## config.mk

```make
export PLATFORM = sky130hd
export DESIGN_NAME = psb_core
export DESIGN_NICKNAME = d
export VERILOG_FILES = /design/src/rtl/psb_pkg.sv /design/src/rtl/psb_burst_ctrl.sv /design/src/rtl/psb_lane_dec.sv /design/src/rtl/psb_mem.sv /design/src/rtl/psb_rd_pipe.sv /design/src/rtl/psb_core.sv
export SDC_FILE = /design/constraint.sdc
export NUM_CORES = 1
export LEC_CHECK = 0
export BUFFER_PORTS_ARGS = -buffer_cell sky130_fd_sc_hd__buf_2
export CORE_MARGIN = 4
export CORE_UTILIZATION = 45
export DETAILED_ROUTE_END_ITERATION = 6
export PLACE_DENSITY = 0.63
export SLEW_MARGIN = 20
export SYNTH_ARGS = -nofsm -noshare
export SYNTH_HDL_FRONTEND = slang
export SYNTH_HIERARCHICAL = 1
export SYNTH_SLANG_ARGS = --single-unit
```

## constraint.sdc

```tcl
create_clock -name clk -period 3 [get_ports clk]
set_input_delay 0.6 -clock clk [delete_from_list [all_inputs] [get_ports clk]]
set_output_delay 0.6 -clock clk [all_outputs]
set_load 0.03 [all_outputs]
```

## src/rtl/psb_pkg.sv

```systemverilog
package psb_pkg;

  // Burst walk selected by the static order input.
  typedef enum logic {
    ORD_LINEAR = 1'b0,
    ORD_XOR    = 1'b1
  } beat_order_e;

  localparam int unsigned BEAT_W = 2;

  // Low address bits used by beat 'beat' of a burst starting at 'start_ofs'.
  function automatic logic [BEAT_W-1:0] beat_offset(
    input logic [BEAT_W-1:0] start_ofs,
    input logic [BEAT_W-1:0] beat,
    input beat_order_e       ord
  );
    logic [BEAT_W-1:0] r;
    case (ord)
      ORD_XOR: r = start_ofs ^ beat;
      default: r = start_ofs + beat;
    endcase
    return r;
  endfunction

  // A lane is requested by the global write, or by byte write plus its own enable.
  function automatic logic lane_request(
    input logic gw_n,
    input logic bw_n,
    input logic lwe_n
  );
    return !gw_n || (!bw_n && !lwe_n);
  endfunction

endpackage

```

## src/rtl/psb_burst_ctrl.sv

```systemverilog
module psb_burst_ctrl
  import psb_pkg::*;
#(
  parameter int unsigned AW = 4
) (
  input  logic              clk,
  input  logic              rst_n,
  input  logic              awake,
  input  logic [AW-1:0]     addr_i,
  input  logic              cs1_n,
  input  logic              cs2,
  input  logic              cs3_n,
  input  logic              proc_as_n,
  input  logic              ctrl_as_n,
  input  logic              adv_n,
  input  beat_order_e       order,
  input  logic              any_wr_req,
  output logic [AW-1:0]     acc_addr,
  output logic              acc_rd,
  output logic              acc_wr_ok,
  output logic              proc_go,
  output logic              ctrl_go,
  output logic              start,
  output logic              step,
  output logic              chip_sel,
  output logic              active,
  output logic [BEAT_W-1:0] beat_cnt
);

  localparam int unsigned HI_W = AW - BEAT_W;

  logic [AW-1:0]     base_q;
  logic [BEAT_W-1:0] cnt_q;
  logic [BEAT_W-1:0] cnt_nxt;
  logic              active_q;
  logic              access;
  logic [HI_W-1:0]   base_hi;
  logic [BEAT_W-1:0] base_lo;

  // Start decode: the processor strobe needs cs1_n low and wins a tie.
  always_comb begin
    proc_go  = !proc_as_n && !cs1_n;
    ctrl_go  = !ctrl_as_n && !proc_go;
    start    = proc_go || ctrl_go;
    chip_sel = !cs1_n && cs2 && !cs3_n;
    step     = !start && active_q && !adv_n;
  end

  // Beat counter: cleared on a start, stepped on advance, held otherwise.
  always_comb begin
    if (start) begin
      cnt_nxt = '0;
    end else if (step) begin
      cnt_nxt = cnt_q + BEAT_W'(1);
    end else begin
      cnt_nxt = cnt_q;
    end
  end

  assign base_hi = base_q[AW-1:BEAT_W];
  assign base_lo = base_q[BEAT_W-1:0];

  // Access address for this edge.
  always_comb begin
    if (start) begin
      acc_addr = addr_i;
    end else begin
      acc_addr = {base_hi, beat_offset(base_lo, cnt_nxt, order)};
    end
  end

  always_comb begin
    access    = awake && (start ? chip_sel : active_q);
    acc_wr_ok = access && !proc_go;
    acc_rd    = access && !(acc_wr_ok && any_wr_req);
  end

  always_ff @(posedge clk or negedge rst_n) begin
    if (!rst_n) begin
      base_q   <= '0;
      cnt_q    <= '0;
      active_q <= 1'b0;
    end else if (awake) begin
      if (start) begin
        base_q   <= addr_i;
        active_q <= chip_sel;
      end
      cnt_q <= cnt_nxt;
    end
  end

  assign active   = active_q;
  assign beat_cnt = cnt_q;

endmodule

```

## src/rtl/psb_lane_dec.sv

```systemverilog
module psb_lane_dec
  import psb_pkg::*;
#(
  parameter int unsigned LANES = 2
) (
  input  logic             gwr_n,
  input  logic             bwr_n,
  input  logic [LANES-1:0] lane_we_n,
  input  logic             wr_ok,
  output logic [LANES-1:0] lane_req,
  output logic [LANES-1:0] lane_wr,
  output logic             any_req
);

  for (genvar g = 0; g < LANES; g++) begin : g_lane
    assign lane_req[g] = lane_request(gwr_n, bwr_n, lane_we_n[g]);
    assign lane_wr[g]  = lane_req[g] && wr_ok;
  end

  assign any_req = |lane_req;

endmodule

```

## src/rtl/psb_mem.sv

```systemverilog
module psb_mem #(
  parameter int unsigned AW     = 4,
  parameter int unsigned LANES  = 2,
  parameter int unsigned LANE_W = 9,
  localparam int unsigned DEPTH = 1 << AW,
  localparam int unsigned DW    = LANES * LANE_W
) (
  input  logic             clk,
  input  logic [LANES-1:0] lane_wr,
  input  logic [AW-1:0]    wr_addr,
  input  logic [DW-1:0]    wdata,
  input  logic [AW-1:0]    rd_addr,
  output logic [DW-1:0]    rdata
);

  // One storage column per byte lane, each with its own write strobe.
  for (genvar g = 0; g < LANES; g++) begin : g_col
    logic [LANE_W-1:0] col_q [DEPTH];

    always_ff @(posedge clk) begin
      if (lane_wr[g]) begin
        col_q[wr_addr] <= wdata[g*LANE_W +: LANE_W];
      end
    end

    assign rdata[g*LANE_W +: LANE_W] = col_q[rd_addr];
  end

endmodule

```

## src/rtl/psb_rd_pipe.sv

```systemverilog
module psb_rd_pipe #(
  parameter int unsigned AW = 4,
  parameter int unsigned DW = 18
) (
  input  logic          clk,
  input  logic          rst_n,
  input  logic          awake,
  input  logic          rd_req,
  input  logic [AW-1:0] rd_addr_i,
  output logic [AW-1:0] rd_addr_q,
  input  logic [DW-1:0] rdata,
  output logic [DW-1:0] out_data,
  output logic          out_valid
);

  logic          v0_q;
  logic          v1_q;
  logic [DW-1:0] s1_q;

  // Address register, array stage, output stage; all frozen while asleep.
  always_ff @(posedge clk or negedge rst_n) begin
    if (!rst_n) begin
      rd_addr_q <= '0;
      v0_q      <= 1'b0;
      v1_q      <= 1'b0;
      s1_q      <= '0;
      out_data  <= '0;
      out_valid <= 1'b0;
    end else if (awake) begin
      rd_addr_q <= rd_addr_i;
      v0_q      <= rd_req;
      s1_q      <= rdata;
      v1_q      <= v0_q;
      out_data  <= s1_q;
      out_valid <= v1_q;
    end
  end

endmodule

```

## src/rtl/psb_core.sv

```systemverilog
module psb_core
  import psb_pkg::*;
#(
  parameter int unsigned AW     = 4,
  parameter int unsigned LANES  = 2,
  parameter int unsigned LANE_W = 9,
  localparam int unsigned DW    = LANES * LANE_W
) (
  input  logic             clk,
  input  logic             rst_n,
  input  logic             sleep_n,
  input  logic             order_sel,
  input  logic [AW-1:0]    addr,
  input  logic             cs1_n,
  input  logic             cs2,
  input  logic             cs3_n,
  input  logic             proc_as_n,
  input  logic             ctrl_as_n,
  input  logic             adv_n,
  input  logic             gwr_n,
  input  logic             bwr_n,
  input  logic [LANES-1:0] lane_we_n,
  input  logic             oe_n,
  input  logic [DW-1:0]    din,
  output logic [DW-1:0]    dout,
  output logic             dout_en
);

  // Named internal events, visible to the bound checker.
  logic              proc_go;
  logic              ctrl_go;
  logic              start_evt;
  logic              step_evt;
  logic              chip_sel;
  logic              burst_active;
  logic [BEAT_W-1:0] beat_cnt;
  logic [AW-1:0]     acc_addr;
  logic              rd_req;
  logic              wr_ok;
  logic              any_wr_req;
  logic [LANES-1:0]  lane_req;
  logic [LANES-1:0]  lane_wr;
  logic [AW-1:0]     rd_addr_q;
  logic [DW-1:0]     rdata;
  logic              out_valid;

  psb_burst_ctrl #(.AW(AW)) u_ctrl (
    .clk        (clk),
    .rst_n      (rst_n),
    .awake      (sleep_n),
    .addr_i     (addr),
    .cs1_n      (cs1_n),
    .cs2        (cs2),
    .cs3_n      (cs3_n),
    .proc_as_n  (proc_as_n),
    .ctrl_as_n  (ctrl_as_n),
    .adv_n      (adv_n),
    .order      (beat_order_e'(order_sel)),
    .any_wr_req (any_wr_req),
    .acc_addr   (acc_addr),
    .acc_rd     (rd_req),
    .acc_wr_ok  (wr_ok),
    .proc_go    (proc_go),
    .ctrl_go    (ctrl_go),
    .start      (start_evt),
    .step       (step_evt),
    .chip_sel   (chip_sel),
    .active     (burst_active),
    .beat_cnt   (beat_cnt)
  );

  psb_lane_dec #(.LANES(LANES)) u_lanes (
    .gwr_n     (gwr_n),
    .bwr_n     (bwr_n),
    .lane_we_n (lane_we_n),
    .wr_ok     (wr_ok),
    .lane_req  (lane_req),
    .lane_wr   (lane_wr),
    .any_req   (any_wr_req)
  );

  psb_mem #(.AW(AW), .LANES(LANES), .LANE_W(LANE_W)) u_mem (
    .clk     (clk),
    .lane_wr (lane_wr),
    .wr_addr (acc_addr),
    .wdata   (din),
    .rd_addr (rd_addr_q),
    .rdata   (rdata)
  );

  psb_rd_pipe #(.AW(AW), .DW(DW)) u_pipe (
    .clk       (clk),
    .rst_n     (rst_n),
    .awake     (sleep_n),
    .rd_req    (rd_req),
    .rd_addr_i (acc_addr),
    .rd_addr_q (rd_addr_q),
    .rdata     (rdata),
    .out_data  (dout),
    .out_valid (out_valid)
  );

  // Drive flag: asynchronous in both the output enable and sleep.
  assign dout_en = out_valid && !oe_n && sleep_n;

endmodule

```

==> results of run 1 <==
placed cells by master (no fill, tap or decap), types with 4 or more instances in the layout:
cell type and count:
a22oi_1 36, buf_2 55, buf_4 56, bufinv_16 4, clkbuf_1 7, clkbuf_16 31
clkinv_2 6, clkinvlp_4 6, dfrtp_1 48, edfxtp_1 288, mux2_2 11, mux2_4 40
mux4_1 22, mux4_2 50, nand2_1 22, nand3b_1 5, nor2_1 33
metal layers:
layer	vias up	part of all wire (%)	routed length (um)	global-route usage [%]
met3	35	6.9	1850	3.13
met4	2	1.4	386	3.60
met5	-	0.045	12	0
li1	2830	-	-	-
met2	233	48	13000	26.5
met1	3334	43	11600	23.8
metrics by stage:
step | hold WS (ns) | total power, mW | setup WS [ns] | util (%) | TNS [ns]
finish | 0.0461 | 11.1 | 0.174 | 53.1 | 0
global route | 0.0779 | 11.5 | 0.000911 | 53.1 | 0
detailed placement | 0.498 | 7.30 | -0.220 | 49.6 | -10.60
global placement | 0.490 | 7.26 | -0.136 | 49.6 | -7.71
floorplan | 0.304 | 6.75 | 0.205 | - | 0
CTS | 0.0342 | 11.2 | 0.139 | 53.1 | 0
final timing paths:
check                               startpoint                          to  slack [ns]  cells after the start
hold / removal                           rst_n         u_pipe/rd_addr_q[1]        0.05                      1
setup / recovery                 u_ctrl/active  u_mem/g_col[0].col_q[0][2]        0.17                      9
setup reg to reg                 u_ctrl/active  u_mem/g_col[0].col_q[0][2]        0.17                      9
min in group clk                       addr[1]            u_ctrl/base_q[1]        0.31                      2
hold reg to reg            u_pipe/out_data[17]         u_pipe/out_data[17]        0.51                      1
max in group asynchronous                rst_n              u_pipe/s1_q[1]        2.23                      2
flip-flops by register name (all words and copies together) (netlist names):
signal,flops
u_pipe/rd_addr_q,4
u_pipe/v1_q,1
u_ctrl/beat_cnt,2
u_ctrl/active,1
u_mem/g_col.col_q,288
u_pipe/v0_q,1
u_pipe/out_data,18
u_ctrl/base_q,4
u_pipe/out_valid,1
u_pipe/s1_q,18
final cells by class:
cell class                 count  area, um^2  share of cell area (%)
sequential                   338        9900                    64.3
multi-input combinational    260        3260                    21.2
clock buffer                  38         802                    5.21
timing repair buffer         113         736                    4.78
tap                          384         480                    3.12
clock inverter                20         220                    1.43
inverter                       1        3.75                  0.0244
power by group through the flow:
stage          registers [mW]  logic (mW)  clock network [mW]
3_3_place_gp             5.59        1.67                   0
5_1_grt                  5.54        1.79                4.21
3_5_place_dp             5.61        1.70                   0
4_1_cts                  5.51        1.70                4.00
6_report                 5.51        1.67                3.90
2_1_floorplan            5.74        1.02                   0
worst max-delay path: stages (launching register included):
cell	delay [ns]
dfrtp_1	0.39
nand2b_1	0.12
xor2_1	0.17
nor2_1	0.07
ha_1	0.17
nor2b_1	0.13
xnor3_1	0.19
o21ai_1	0.08
or2_2	0.45
nor2_1	0.69
==> flow_metrics.env, run 1 <==
export IMPL_grt_pass1_vias=6791
export IMPL_dieWidth_um=181
export IMPL_maxCapViolCount=0
export IMPL_syn_mean_instance_area_um2=21.3
export IMPL_io_pins=56
export IMPL_combPwrFrac_pct=15.1
export IMPL_worst_setup_path_end_kind="flop"
export IMPL_fin_cells=1154
export IMPL_gr_total_overflow=0
export IMPL_vdd_drop_max_v=0.000474
export IMPL_maxSlewHeadroom_pct=44.7
export IMPL_fin_skew_ns=0.0169
export IMPL_clockPowerShare_pct=35.2
export IMPL_die_area_um2=32600
export IMPL_die_h_um=181
export IMPL_sw_frac_of_total_pct=24.3
export IMPL_worst_setup_path_start_kind="flop"
export IMPL_wl_per_cell_um=23.2
export IMPL_slew_violations=0
export IMPL_place_congestion=0.794
export IMPL_ys_warn_count=6
export IMPL_clock_latency_ns=0.56
export IMPL_detail_route_antenna_nets=0
export IMPL_setup_viol=0
export IMPL_stdcell_area_um2=15400
export IMPL_tightest_slew_ns=0.827
export IMPL_period_needed_ns=2.83
export IMPL_cts_clk_slew_worst_paths_ns=0.06
export IMPL_nets=783
export IMPL_start_util_pct=46.2
export IMPL_max_freq_mhz=354
export IMPL_post_cts_resized=0
export IMPL_drtIter0Drc=614
export IMPL_dpl_cell_count=1096
export IMPL_syn_nets=669
export IMPL_worstPathMaxFanout=9
export IMPL_status="complete, no violations"
export IMPL_drive_gt1_share_pct=36.0
export IMPL_grt_max_degree=48
export IMPL_portBuffers=55
export IMPL_cts_tree="yes"
export IMPL_route_detailed_drc=0
export IMPL_rsz0062_at_grt="false"
export IMPL_antenna_found_initial=1
export IMPL_grt_pass1_wl_um=41700
export IMPL_area_growth_pct=14.9
export IMPL_clock_path_buffers=3
export IMPL_fill_cells=2243
export IMPL_grt_use_total_pct=16.5
export IMPL_ctsHoldBuffers=0
export IMPL_root_buffer="clkbuf_16"
export IMPL_cts_setup_buffers=0
export IMPL_p_switching_mw=2.69
export IMPL_path_class="flop to flop"
export IMPL_fin_crit_sh_pct=94.2
export IMPL_p_per_area_nw_per_um2=719
export IMPL_placed_area_um2=14400
export IMPL_rows=62
export IMPL_p_seq_share_pct=49.7
export IMPL_fp_coreArea_um2=29000
export IMPL_post_dp_hpwl_um=17400
export IMPL_required_ns=3.19
export IMPL_n_antenna_cell=0
export IMPL_routed_via_count=6434
export IMPL_intPower_mw=8.39
export IMPL_worstPathArrival_ns=3.02
export IMPL_htreeDepth=1
export IMPL_clkSinkCount=338
export IMPL_wl_um=26800
export IMPL_hold_class="primary input to async pin"
export IMPL_cts_made_buffers=31
export IMPL_vias_per_cell=5.58
export IMPL_syn_area_um2=13400
export IMPL_synthCells=631
export IMPL_leakagePower_nw=5.45
export IMPL_hold_viol_final=0
export IMPL_drt_pass1_iter_count=5
(Power assumes the default switching activity.)
==> run 2: changes to the inputs <==
--- a/config.mk
+++ b/config.mk
@@ -13,5 +13,4 @@
 export SLEW_MARGIN = 20
 export SYNTH_ARGS = -nofsm -noshare
 export SYNTH_HDL_FRONTEND = slang
-export SYNTH_HIERARCHICAL = 1
 export SYNTH_SLANG_ARGS = --single-unit
==> run 2 against run 1 <==
Clock-buffer cell count up 5. Fmax down 4.8%. Core utilization up 0.36 points. First-iteration DRC count down 27%. Sequential share of layout area down 0.26 points. Critical path depth unchanged. Die area down 0.80%. Critical path type unchanged. Highest routed layer is now met4.
==> flow_metrics.env, run 2 <==
export IMPL_status="complete, no violations"
export IMPL_reg_top3="u_mem.g_col.col_q x288, u_pipe.out_data x18, u_pipe.s1_q x18"
export IMPL_ys_top_cells_by_count="edfxtp_1 (288), dfrtp_1 (50), mux4_2 (48)"
export IMPL_vias_per_cell=5.73
export IMPL_worstPathArrival_ns=3.23
export IMPL_wl_per_cell_um=24.3
export IMPL_cpMostUsedCell="nor2b_1"
export IMPL_max_flop_register="u_mem.g_col.col_q"
export IMPL_portBuffers=55
export IMPL_htreeDepth=2
export IMPL_dieWidth_um=180
export IMPL_synth_seq_cells=338
export IMPL_seqCellArea_um2=9900
export IMPL_synth_edf_count=288
export IMPL_root_buffer="clkbuf_16"
export IMPL_rsz0062_at_grt="true"
export IMPL_synth_most_common_cell="edfxtp_1"
export IMPL_synth_seq_area_share_pct=74.4
export IMPL_pre_cts_ws_ns=-0.270
export IMPL_wl_um=28000
export IMPL_die_area_um2=32400
export IMPL_slew_violations=0
export IMPL_grt_pass1_wl_um=43000
export IMPL_syn_area_um2=13300
export IMPL_synth_top_area_share_pct=65.0
export IMPL_multi_input_area_um2=3250
export IMPL_grt_pass1_vias=7040
export IMPL_cp_slowest_stage_delay_ns=0.72
export IMPL_nets=782
export IMPL_required_ns=3.26
export IMPL_antenna_found_initial=0
export IMPL_die_h_um=180
export IMPL_fin_setup_tns_ns=0
export IMPL_gr_total_overflow=0
export IMPL_hold_slack_ns=0.0512
export IMPL_worst_setup_path_end_kind="flop"
export IMPL_largest_register_ffs=288
export IMPL_grt_use_total_pct=17.4
export IMPL_ys_flop_type="edfxtp_1"
export IMPL_fin_skew_ns=0.0211
export IMPL_cts_made_buffers=34
export IMPL_start_util_pct=46.0
export IMPL_area_growth_pct=16.3
export IMPL_syn_nets=681
export IMPL_post_dp_hpwl_um=18300
export IMPL_routed_via_count=6618
export IMPL_place_congestion=0.794
export IMPL_placed_area_um2=14300
export IMPL_hold_class="primary input to async pin"
export IMPL_cts_tree="yes"
export IMPL_clock_latency_ns=0.51
export IMPL_yosys_top_cells_area="edfxtp_1 (65%), dfrtp_1 (9.4%), mux4_2 (8.1%), mux4_1 (4.7%), mux2_2 (3.6%)"
export IMPL_async_reset_ff_share_pct=14.8
export IMPL_cts_clk_slew_worst_paths_ns=0.06
export IMPL_yosys_area_top_type="edfxtp_1"
export IMPL_p_per_area_nw_per_um2=704
export IMPL_yosys_cell_types_count=41
export IMPL_tightest_slew_ns=0.923
export IMPL_clkSinkCount=338
export IMPL_syn_mean_instance_area_um2=20.7
export IMPL_crit_path_cell_trace="nor2b_1 > xnor2_1 > nor2_1 > ha_1 > nor2b_1 > xnor2_2 > mux2i_2 > a211oi_1 > buf_4"
export IMPL_rows=62
export IMPL_cpLargestDelayFamily="multiplexers"
export IMPL_slowest_stage="mux2i_2"
export IMPL_fp_coreArea_um2=28900
export IMPL_n_antenna_cell=0
export IMPL_leakagePower_nw=5.20
export IMPL_layout_commonest_cell="edfxtp_1"
export IMPL_maxSlewHeadroom_pct=38.3
export IMPL_ys_warn_count=0
export IMPL_vdd_drop_max_v=0.000297
export IMPL_stdcell_area_um2=15500
export IMPL_ctsHoldBuffers=0
export IMPL_worst_slack_ns=0.0308
export IMPL_fin_crit_sh_pct=99.0
export IMPL_detail_route_antenna_nets=0
export IMPL_io_pins=56
export IMPL_fill_cells=2181
export IMPL_maxCapViolCount=0
export IMPL_final_util_pct=53.5
export IMPL_grt_max_degree=51
export IMPL_drive_gt1_share_pct=34.8
export IMPL_worstPathMaxFanout=9
export IMPL_clock_path_buffers=3
export IMPL_route_detailed_drc=0
export IMPL_critPathBufInv=1
export IMPL_worst_setup_path_start_kind="flop"
export IMPL_setup_viol=0
export IMPL_layout_cells_most_common_list="edfxtp_1 (288), buf_2 (55), mux4_2 (48), dfrtp_1 (48), buf_4 (46)"
export IMPL_drt_pass1_iter_count=5
export IMPL_max_freq_mhz=337
export IMPL_path_class="flop to flop"
export IMPL_hold_viol_final=0
export IMPL_period_needed_ns=2.97
export IMPL_drtIter0Drc=447
export IMPL_synthCells=643
[run 2: timing repair]
item	in CTS	in global routing
gates resized for setup	1	0
setup buffers	0	0
gates cloned	0	0
setup endpoints to repair	9	144
pin swaps	0	0
[run 2: logic make-up after synthesis]
| family | count (synthesis) | synth area share (%) |
|---|---|---|
| DFF | 338 | 74.4 |
| muxes | 121 | 17.0 |
| AOI/OAI and AO/OA | 102 | 5.19 |
| buffers and inverters | 42 | 1.56 |
| and+or+nand+nor | 35 | 1.37 |
| xor gates and xnor gates | 4 | 0.320 |
| adders and majority gates | 1 | 0.0941 |
[run 2: area by class of cell]
cell class / instances / area share, %
sequential: 338 / 64.0
inverter: 4 / 0.0971
clock inverter: 19 / 1.54
multi-input combinational: 263 / 21.0
clock buffer: 43 / 5.99
tap: 384 / 3.11
timing repair buffer: 103 / 4.27
[run 2: path summary, 6_finish.rpt]
| kind | start | slack (ns) | end | cells after the start |
|---|---|---|---|---|
| worst max-delay path | u_ctrl.active | 0.03 | u_mem.g_col[0].col_q[12][4] | 9 |
| worst min-delay path | rst_n | 0.05 | u_ctrl.beat_cnt[0] | 1 |
| worst max register to register | u_ctrl.active | 0.03 | u_mem.g_col[0].col_q[12][4] | 9 |
| worst min register to register | u_pipe.out_data[15] | 0.50 | u_pipe.out_data[15] | 1 |
| max in group asynchronous | rst_n | 2.12 | u_pipe.rd_addr_q[1] | 2 |
| min in group clk | addr[2] | 0.40 | u_ctrl.base_q[2] | 2 |
[run 2: worst register-to-register path, cell delays in order (launching register included)]
cell	delay, ns
dfrtp_1	0.42
nor2b_1	0.16
xnor2_1	0.18
nor2_1	0.09
ha_1	0.19
nor2b_1	0.15
xnor2_2	0.43
mux2i_2	0.72
a211oi_1	0.16
buf_4	0.23
[run 2: through the flow]
stage | instances | power [mW]
floorplan | 643 | 6.26
global placement | 1092 | 6.66
detailed placement | 1092 | 6.68
CTS | 1154 | 11.0
global route | 1154 | 11.3
finish | 1154 | 10.9
[run 2: layer usage]
layer	vias to the layer above	routed length (um)	GRT usage (%)
li1	2913	-	-
met1	3441	12100	24.7
met2	221	13500	28.1
met3	43	1860	3.38
met4	0	547	4.36
met5	-	0	0
[run 2: power breakdown]
part           total (mW)  leakage [nW]  switching [mW]  internal, mW
clock                4.32         0.575            1.69          2.63
sequential           5.36          3.16           0.101          5.26
combinational        1.21          1.47           0.707         0.505
==> run 3: changes to the inputs <==
--- a/config.mk
+++ b/config.mk
@@ -5,7 +5,7 @@
 export SDC_FILE = /design/constraint.sdc
 export NUM_CORES = 1
 export LEC_CHECK = 0
-export BUFFER_PORTS_ARGS = -buffer_cell sky130_fd_sc_hd__buf_2
+export BUFFER_PORTS_ARGS = -buffer_cell sky130_fd_sc_hd__clkbuf_2
 export CORE_MARGIN = 4
 export CORE_UTILIZATION = 45
 export DETAILED_ROUTE_END_ITERATION = 6
==> run 3 against run 2 <==
Non-clock buffer count rose by 4. Clock-buffer cell count fell by 1. Clock skew rose by 0.0013 ns. Clock power fell by 5%. Die area did not move. Register-to-register slack improved by 0.10 ns. Sequential power barely moved. Critical path type unchanged. Largest power group unchanged. Highest routed layer unchanged.
==> flow_metrics.env, run 3 (same netlist as run 2, synthesis figures left out) <==
export IMPL_grt_max_degree=51
export IMPL_wl_met2_um=13700
export IMPL_fin_cells=1159
export IMPL_wl_met3_um=1580
export IMPL_portBuffers=55
export IMPL_fp_coreArea_um2=28900
export IMPL_reg_top3="u_mem.g_col.col_q x288, u_pipe.out_data x18, u_pipe.s1_q x18"
export IMPL_rows=62
export IMPL_largest_register_ffs=288
export IMPL_fin_crit_sh_pct=95.6
export IMPL_clock_latency_ns=0.52
export IMPL_antenna_found_initial=0
export IMPL_path_class="flop to flop"
export IMPL_required_ns=3.25
export IMPL_route_detailed_drc=0
export IMPL_slowest_stage="mux2i_1"
export IMPL_grt_use_total_pct=17.3
export IMPL_cpMostUsedCell="nor2b_1"
export IMPL_layout_commonest_cell="edfxtp_1"
export IMPL_period_needed_ns=2.87
export IMPL_critPathBufInv=1
export IMPL_worst_slack_ns=0.132
export IMPL_die_h_um=180
export IMPL_layout_cells_most_common_list="edfxtp_1 (288), clkbuf_2 (55), buf_4 (50), mux4_2 (48), dfrtp_1 (48)"
export IMPL_die_area_um2=32400
export IMPL_wl_um=28100
export IMPL_drive_gt1_share_pct=34.7
export IMPL_root_buffer="clkbuf_16"
export IMPL_grt_pass1_vias=6903
export IMPL_pre_cts_ws_ns=-0.253
export IMPL_vias_per_cell=5.71
export IMPL_cp_slowest_stage_delay_ns=0.67
export IMPL_status="complete, no violations"
export IMPL_cts_clk_slew_worst_paths_ns=0.06
export IMPL_drtIter0Drc=529
export IMPL_worst_setup_path_start_kind="flop"
export IMPL_cts_made_buffers=35
export IMPL_clock_path_buffers=3
export IMPL_leakagePower_nw=5.20
export IMPL_max_freq_mhz=349
export IMPL_maxCapViolCount=0
export IMPL_top_layer_used="met4"
export IMPL_dpl_cell_count=1096
export IMPL_placed_area_um2=14300
export IMPL_fin_skew_ns=0.0224
export IMPL_stdcell_area_um2=15400
export IMPL_wl_per_cell_um=24.2
export IMPL_crit_path_cell_trace="nor2b_1 > xnor2_1 > nor2_1 > ha_1 > nor2b_1 > xnor2_2 > mux2i_1 > a211oi_1 > buf_4"
export IMPL_tightest_slew_ns=0.879
export IMPL_gr_total_overflow=0
export IMPL_final_util_pct=53.4
export IMPL_detail_route_antenna_nets=0
export IMPL_slew_violations=0
export IMPL_hold_viol_final=0
export IMPL_io_pins=56
export IMPL_htreeDepth=2
export IMPL_clkSinkCount=338
export IMPL_worstPathArrival_ns=3.12
export IMPL_p_per_area_nw_per_um2=693
export IMPL_hold_class="primary input to async pin"
export IMPL_setup_viol=0
export IMPL_maxSlewHeadroom_pct=41.3
export IMPL_dieWidth_um=180
export IMPL_drt_pass1_iter_count=5
export IMPL_cpLargestDelayFamily="multiplexers"
export IMPL_grt_pass1_wl_um=43100
export IMPL_place_congestion=0.833
export IMPL_start_util_pct=46.0
export IMPL_routed_via_count=6613
export IMPL_worstPathMaxFanout=9
export IMPL_met1_length_um=12200
export IMPL_vdd_drop_max_v=0.000321
export IMPL_nets=787
export IMPL_rsz0062_at_grt="false"
export IMPL_n_antenna_cell=0
export IMPL_max_flop_register="u_mem.g_col.col_q"
export IMPL_finalPower_mw=10.7
export IMPL_cts_tree="yes"
export IMPL_ctsHoldBuffers=0
export IMPL_worst_setup_path_end_kind="flop"
export IMPL_post_dp_hpwl_um=18400
export IMPL_area_growth_pct=16.2
## run 3: cell types whose count changed in the layout (fill, tap and decap cells not counted), moves of 2 or more
| cell | previous run | this run |
|---|---|---|
| clkbuf_8 | 2 | 0 |
| bufinv_16 | 5 | 2 |
| clkinv_1 | 4 | 8 |
| buf_2 | 55 | 0 |
| clkinv_2 | 8 | 3 |
| clkinv_4 | 0 | 5 |
| buf_4 | 46 | 50 |
| clkbuf_2 | 0 | 55 |
## run 3: layout make-up
| class | instances | area, um^2 |
|---|---|---|
| Tap cell | 384 | 480 |
| Clock inverter | 21 | 181 |
| Timing Repair Buffer | 107 | 691 |
| Inverter | 4 | 15.0 |
| Sequential cell | 338 | 9900 |
| Multi-Input combinational cell | 263 | 3250 |
| Fill cell | 2214 | 13500 |
| Clock buffer | 42 | 923 |
## run 3: stage by stage
| stage | setup TNS (ns) | hold WS, ns |
|---|---|---|
| floorplan | -27.89 | 0.304 |
| global placement | -34.42 | 0.485 |
| detailed placement | -32.99 | 0.496 |
| CTS | 0 | 0.232 |
| global route | 0 | 0.275 |
| finish | 0 | 0.217 |
## run 3: timing repair
action | CTS | global route
resized for setup | 0 | 2
setup endpoints to repair | 0 | 90
setup buffers | 0 | 0
## run 3: worst paths after layout
check,cells past startpoint,endpoint,startpoint,slack [ns]
setup / recovery,9,u_mem.g_col[0].col_q[9][0],u_ctrl.active,0.13
hold / removal,2,u_pipe.v1_q,rst_n,0.22
setup reg to reg,9,u_mem.g_col[0].col_q[9][0],u_ctrl.active,0.13
hold reg to reg,1,u_pipe.out_data[3],u_pipe.out_data[3],0.50
max in group asynchronous,2,u_pipe.rd_addr_q[2],rst_n,2.27
min in group clk,2,u_ctrl.base_q[2],addr[2],0.39
## run 3: power breakdown
| part | leakage, nW | switching, mW | internal, mW |
|---|---|---|---|
| clock network | 0.535 | 1.73 | 2.39 |
| registers | 3.16 | 0.123 | 5.26 |
| logic | 1.50 | 0.689 | 0.512 |
## run 3: layer usage
metal	vias to the layer above	track usage [%]
met5	-	0
met4	0	4.27
met3	38	3.46
met2	187	27.8
met1	3463	24.9
li1	2925	-
